### config.mk
export PLATFORM = sky130hd
export DESIGN_NAME = cart_mapper
export DESIGN_NICKNAME = d
export VERILOG_FILES = /design/src/rtl/cart_map_pkg.sv /design/src/rtl/cart_map_regs.sv /design/src/rtl/cart_prg_decode.sv /design/src/rtl/cart_ppu_decode.sv /design/src/rtl/cart_mapper.sv
export SDC_FILE = /design/constraint.sdc
export NUM_CORES = 1
export LEC_CHECK = 0
export CAP_MARGIN = 10
export CORE_MARGIN = 2
export CORE_UTILIZATION = 24
export DETAILED_ROUTE_END_ITERATION = 12
export PLACE_DENSITY = 0.78
export SYNTH_ARGS = -nofsm -noshare
export SYNTH_HDL_FRONTEND = slang
export SYNTH_SLANG_ARGS = --single-unit
### constraint.sdc
create_clock -name clk -period 1.37 [get_ports clk]
set_clock_uncertainty 0.1 [all_clocks]
set_input_delay 0.137 -clock clk [delete_from_list [all_inputs] [get_ports clk]]
set_output_delay 0.137 -clock clk [all_outputs]
set_load 0.005 [all_outputs]
### src/rtl/cart_map_pkg.sv
package cart_map_pkg;
  localparam int CPU_AW = 16;
  localparam int PPU_AW = 14;

  typedef enum logic [1:0] {
    MODE_WHOLE_A   = 2'b00,
    MODE_WHOLE_B   = 2'b01,
    MODE_LOW_FIXED = 2'b10,
    MODE_HIGH_FIXED = 2'b11
  } prg_mode_e;

  typedef enum logic [1:0] {
    SEL_CTRL = 2'b00,
    SEL_BANK = 2'b01
  } reg_sel_e;
endpackage

### src/rtl/cart_map_regs.sv
module cart_map_regs
  import cart_map_pkg::*;
#(
  parameter int BANK_W = 3
) (
  input  logic              clk,
  input  logic              rst_n,
  input  logic              wr_en,
  input  logic [1:0]        sel,
  input  logic [7:0]        wdata,
  output prg_mode_e         mode_q,
  output logic [BANK_W-1:0] bank_q,
  output logic              hmir_q
);
  always_ff @(posedge clk or negedge rst_n) begin
    if (!rst_n) begin
      mode_q <= MODE_HIGH_FIXED;
      bank_q <= '0;
      hmir_q <= 1'b0;
    end else if (wr_en) begin
      case (sel)
        SEL_CTRL: begin
          mode_q <= prg_mode_e'(wdata[1:0]);
          hmir_q <= wdata[2];
        end
        SEL_BANK: bank_q <= wdata[BANK_W-1:0];
        default: ;
      endcase
    end
  end
endmodule

### src/rtl/cart_prg_decode.sv
module cart_prg_decode
  import cart_map_pkg::*;
#(
  parameter int BANK_W  = 3,
  parameter int WIN_AW  = 14,
  parameter int WRAM_AW = 13
) (
  input  logic [CPU_AW-1:0]        cpu_addr,
  input  logic                     cpu_wr,
  input  prg_mode_e                mode,
  input  logic [BANK_W-1:0]        bank,
  output logic                     rom_cs,
  output logic [BANK_W+WIN_AW-1:0] rom_addr,
  output logic                     wram_cs,
  output logic [WRAM_AW-1:0]       wram_addr
);
  localparam logic [CPU_AW-1:0] WRAM_BASE = 16'h6000;
  localparam int                PAGE_W    = CPU_AW - WRAM_AW;
  localparam logic [PAGE_W-1:0] WRAM_PAGE = WRAM_BASE[CPU_AW-1:WRAM_AW];
  localparam logic [BANK_W-1:0] LAST_BANK = '1;

  logic              upper_half;
  logic [BANK_W-1:0] bank_sel;

  assign upper_half = cpu_addr[WIN_AW];

  always_comb begin
    case (mode)
      MODE_HIGH_FIXED: bank_sel = upper_half ? LAST_BANK : bank;
      MODE_LOW_FIXED:  bank_sel = upper_half ? bank : '0;
      default:         bank_sel = {bank[BANK_W-1:1], upper_half};
    endcase
  end

  assign rom_cs    = cpu_addr[CPU_AW-1] & ~cpu_wr;
  assign rom_addr  = {bank_sel, cpu_addr[WIN_AW-1:0]};
  assign wram_cs   = (cpu_addr[CPU_AW-1:WRAM_AW] == WRAM_PAGE);
  assign wram_addr = cpu_addr[WRAM_AW-1:0];
endmodule

### src/rtl/cart_ppu_decode.sv
module cart_ppu_decode
  import cart_map_pkg::*;
#(
  parameter int CHR_AW = 13
) (
  input  logic [PPU_AW-1:0] ppu_addr,
  input  logic              hmir,
  output logic              chr_cs,
  output logic [CHR_AW-1:0] chr_addr,
  output logic              vram_a10
);
  localparam int PAGE_W = PPU_AW - CHR_AW;

  assign chr_cs   = (ppu_addr[PPU_AW-1:CHR_AW] == {PAGE_W{1'b0}});
  assign chr_addr = ppu_addr[CHR_AW-1:0];
  assign vram_a10 = hmir ? ppu_addr[11] : ppu_addr[10];
endmodule

### src/rtl/cart_mapper.sv
module cart_mapper
  import cart_map_pkg::*;
#(
  parameter int PRG_BANKS = 8,
  parameter int WIN_AW    = 14,
  parameter int WRAM_AW   = 13,
  parameter int CHR_AW    = 13,
  localparam int BANK_W   = $clog2(PRG_BANKS),
  localparam int ROM_AW   = BANK_W + WIN_AW
) (
  input  logic              clk,
  input  logic              rst_n,
  input  logic [15:0]       cpu_addr,
  input  logic              cpu_wr,
  input  logic [7:0]        cpu_wdata,
  input  logic [13:0]       ppu_addr,
  output logic              rom_cs,
  output logic [ROM_AW-1:0] rom_addr,
  output logic              wram_cs,
  output logic [WRAM_AW-1:0] wram_addr,
  output logic              chr_cs,
  output logic [CHR_AW-1:0] chr_addr,
  output logic              vram_a10
);
  prg_mode_e         mode_q;
  logic [BANK_W-1:0] bank_q;
  logic              hmir_q;
  logic              reg_wr;

  assign reg_wr = cpu_wr & cpu_addr[CPU_AW-1];

  cart_map_regs #(.BANK_W(BANK_W)) u_regs (
    .clk    (clk),
    .rst_n  (rst_n),
    .wr_en  (reg_wr),
    .sel    (cpu_addr[WIN_AW:WIN_AW-1]),
    .wdata  (cpu_wdata),
    .mode_q (mode_q),
    .bank_q (bank_q),
    .hmir_q (hmir_q)
  );

  cart_prg_decode #(.BANK_W(BANK_W), .WIN_AW(WIN_AW), .WRAM_AW(WRAM_AW)) u_prg (
    .cpu_addr  (cpu_addr),
    .cpu_wr    (cpu_wr),
    .mode      (mode_q),
    .bank      (bank_q),
    .rom_cs    (rom_cs),
    .rom_addr  (rom_addr),
    .wram_cs   (wram_cs),
    .wram_addr (wram_addr)
  );

  cart_ppu_decode #(.CHR_AW(CHR_AW)) u_ppu (
    .ppu_addr (ppu_addr),
    .hmir     (hmir_q),
    .chr_cs   (chr_cs),
    .chr_addr (chr_addr),
    .vram_a10 (vram_a10)
  );
endmodule

Word-level counts from Yosys, hierarchy flattened. Cells that the tools add are included.

Register bits after elaboration: 6. Output and inout bits: 47. Word-level logic and storage cells: 18.

Multiplexer cells: 4. Eq/ne operators: 4. Reductions and logical operators: 3. Bitwise operators: 4.

Operator list (count): two-way mux 3 bit (2); one-hot mux 3 bit (2 select lines) (1); == test 2 bit, second input constant (2); AND reduction 2 bit (2); == test 3 x 2 -> 1 bit, second input constant (1); bitwise AND 1 bit (2); == test 2 x 1 -> 1 bit, second input constant (1); logical NOT 2 bit (1); NOT 1 bit (2); two-way mux 1 bit (1).

Logic depth before layout (Yosys ltp).
Word-level depth: 2. Gate-level depth with buffers: 2. Depth with buffers taken out: 2.

Hierarchy. A second synthesis with hierarchy kept.

Cells, all modules: 71. Area, all modules: 654.4 um^2.

By module, submodules not included: cart_prg_decode (area each 291.5 um^2, cells an instance 41, instances 1, seq. area each 0.0 um^2); cart_map_regs (area each 240.2 um^2, cells an instance 14, instances 1, seq. area each 152.6 um^2); cart_ppu_decode (area each 116.4 um^2, cells an instance 15, instances 1, seq. area each 0.0 um^2); cart_mapper (area each 6.3 um^2, cells an instance 1, instances 1, seq. area each 0.0 um^2).

Worst setup path before layout. Ideal clock, no wire load.

Kind: register to output. From: register u_regs.mode_q[1]. To: output port rom_addr[14]. Data arrival time: 0.829 ns. Stages on the path, launching flop included: 3. Buffers on the path: 0. Setup slack: 0.304 ns. Cell sequence: dfstp_2 -> nor2b_1 -> o22ai_1.

Cells in the longest elaborated chain, start to end: 2. Elaborated cells between the ends (all ways): 3.

RTL lines: from (decl) (line cart_map_regs.sv:11) `output prg_mode_e mode_q,`; from (signal assigned) (line cart_map_regs.sv:23) `mode_q <= prg_mode_e'(wdata[1:0]);`; == test 2 bit (line cart_prg_decode.sv:28) `case (mode)`; one-hot mux 3 bit (2 select lines) * (line cart_prg_decode.sv:28); to (decl) (line cart_mapper.sv:18) `output logic [ROM_AW-1:0] rom_addr,`.

Every way passes the cells marked *; elsewhere a longest branch is shown, timed or not.

Worst setup path in the final report. Same ends and word-level chain as after synthesis.

==> results.ini <==
[routing]
routedWlPerCell_um = 13.80
route.vias.total = 375
wl_um = 1173
firstDrtPassIters = 4
vias_per_cell = 4.412
route.detailed.drc = 0
drtIter0Drc = 2
ant_nets = 0

[place]
io_buffers = 21
dp.final_hpwl_um = 871.6
dp.cells = 80
gp_congestion = 0.7751

[run_status]
violations = setup timing
outcome = finished with violations

[clocking]
cts.sinks = 6
ctsRootBufferMaster = clkbuf_4
cts_tree = built
clock_path_buffers = 2
clock_latency_ns = 0.25
path_clk_slew_ns = 0.05
cts_made_buffers = 3
h-tree-depth = 1

[floorplan]
initial_core_util = 0.2540
pin_count = 88
die_x_um = 55.21
core_area_um2 = 2477
num_rows = 18
dieArea_um2 = 3048
dieHeight_um = 55.21

[synth]
synth_cells = 69
synth.avg_cell_area_um2 = 9.121
ys_warn_count = 0
syn-cell-area_um2 = 629.4
seq_area_frac_synth = 0.2425
ys_types = 11
ys_ff_latch = 6
synth_fp_nets = 110

[critical_path]
cp_max_fo = 5
max_stage_delay_ns = 0.56
critPathBufInv = 1
cp.depth = 3
cp.required_ns = 1.13
critPathTopFamily = flip-flops
crit_path_end = rom_addr[14]
r2r-start = u_regs.hmir_q
regToRegSetupSlack_ns = 0.37
endpoint_kind = output pin
critPathLaunch = u_regs.mode_q[1]
cp-start-kind = flip-flop
cp.arrival_ns = 1.22
path_class = flip-flop to output pin
ff2ff_path_depth = 2
crit_chain = nor2b_4 > o22ai_1 > buf_2
slowest_stage = dfstp_2
r2r_end = u_regs.hmir_q

[cells_and_area]
seq_area_um2 = 152.6
multi_input_area_um2 = 180.2
final_util = 0.2485
nNetsFinal = 97
final_layout_size_suffix_gt1_frac = 0.4182
area_growth_pct = -2.187
fillCellCount = 274
antenna_cells = 0
stdcell_count = 85

[sta]
rsz0062_at_grt = true
max_slew_margin = 0.8234
period_needed_ns = 1.453
slew_viol_final = 0
fmax_mhz = 688.2
setup_viol = 3
fin_ws_ns = -0.08313
fin_crit_sh = 1.061
hold_viol = 0
worst_pin_slew_ns = 0.2640
tns_ns = -0.2365
hold_slack_ns = 0.02463

[global_route]
grt_pass1_wl_um = 1752
antenna_found_initial = 0
grt_max_degree = 7
grt_pass1_vias = 409
grt_overflow = 0
grt_usage = 0.07404

[pwr]
powerDensity_nw_per_um2 = 1088
finalPower_mw = 0.6696
ir_drop_mv = 0.3394
p_leak_nw = 0.2802

[worst_hold_path]
hp-class = input pin to async pin

[run]
maxCapViolCount = 0

-- cell families after synthesis --
kind of cell           after synthesis  share of synthesized area
buffers and inverters               45                     0.5070
and+or+nand+nor                      5                    0.07158
DFF                                  6                     0.2426
AOI/OAI and AO/OA                    6                    0.05367
muxes                                7                     0.1253
-- cell type report --
class,count,area share
clock buffers,4,0.04268
well taps,30,0.06098
multi-input cells,18,0.2927
repair buffers,22,0.3252
flip-flops and latches,6,0.2480
inverters,5,0.03049
-- sequential cells by signal, indices dropped and copies added, names as in the netlist --
name	count
u_regs.bank_q	3
u_regs.hmir_q	1
u_regs.mode_q	2
-- stage by stage --
stage	cell area, um2	setup slack [ns]
floorplan	629.4	0.3037
global placement	576.8	-0.2945
detailed placement	576.8	-0.3396
CTS	604.3	-0.07703
global route	615.6	-0.1409
finish	615.6	-0.08313
-- synth_stat cells --
cell type,n,area share
a21oi_1,3,0.024
and4bb_4,1,0.026
buf_4,40,0.48
dfrtp_1,4,0.16
dfstp_2,2,0.083
inv_1,5,0.030
mux2_2,7,0.13
nand4b_1,1,0.014
nor2b_1,2,0.020
nor3b_1,1,0.012
o22ai_1,3,0.030
-- layout by cell type (no fill, tap or decap) --
master,count
dlymetal6s2s_1,2
inv_2,1
nor2b_4,1
clkdlybuf4s50_1,11
o22ai_2,1
a21oi_1,3
nor2b_1,1
clkdlybuf4s15_2,1
inv_1,4
buf_2,4
nor3b_2,1
clkbuf_1,1
dfstp_2,2
dfrtp_1,4
mux2_4,1
buf_4,1
mux2_2,6
dlygate4sd2_1,3
o22ai_1,2
and4bb_4,1
clkbuf_4,3
nand4b_1,1
-- how the worst min path moves through the flow --
stage / from / endpoint / cells past startpoint
2_1_floorplan: rst_n / u_regs.bank_q[0] / 0
3_3_place_gp: ppu_addr[4] / chr_addr[4] / 0
3_5_place_dp: ppu_addr[4] / chr_addr[4] / 0
4_1_cts: rst_n / u_regs.bank_q[1] / 1
5_1_grt: rst_n / u_regs.bank_q[1] / 1
6_report: rst_n / u_regs.bank_q[1] / 1
-- where the power goes --
group / switching, mW / internal (mW) / leakage, nW
registers: 0.0435 / 0.228 / 0.0690
clock network: 0.0693 / 0.111 / 0.0150
logic: 0.0785 / 0.140 / 0.196
-- routing by layer --
layer  track usage  wire length, um
met3       0.04215              183
met2        0.1105              560
met5             0                0
met1       0.05324              346
met4        0.1115               82
-- repair_timing --
action / CTS / global route
pin swaps: 3 / 0
setup endpoints to repair: 7 / 5
setup buffers: 1 / 0
hold buffers: 0 / 0
resized for setup: 27 / 3
(Power assumes the default switching activity.)
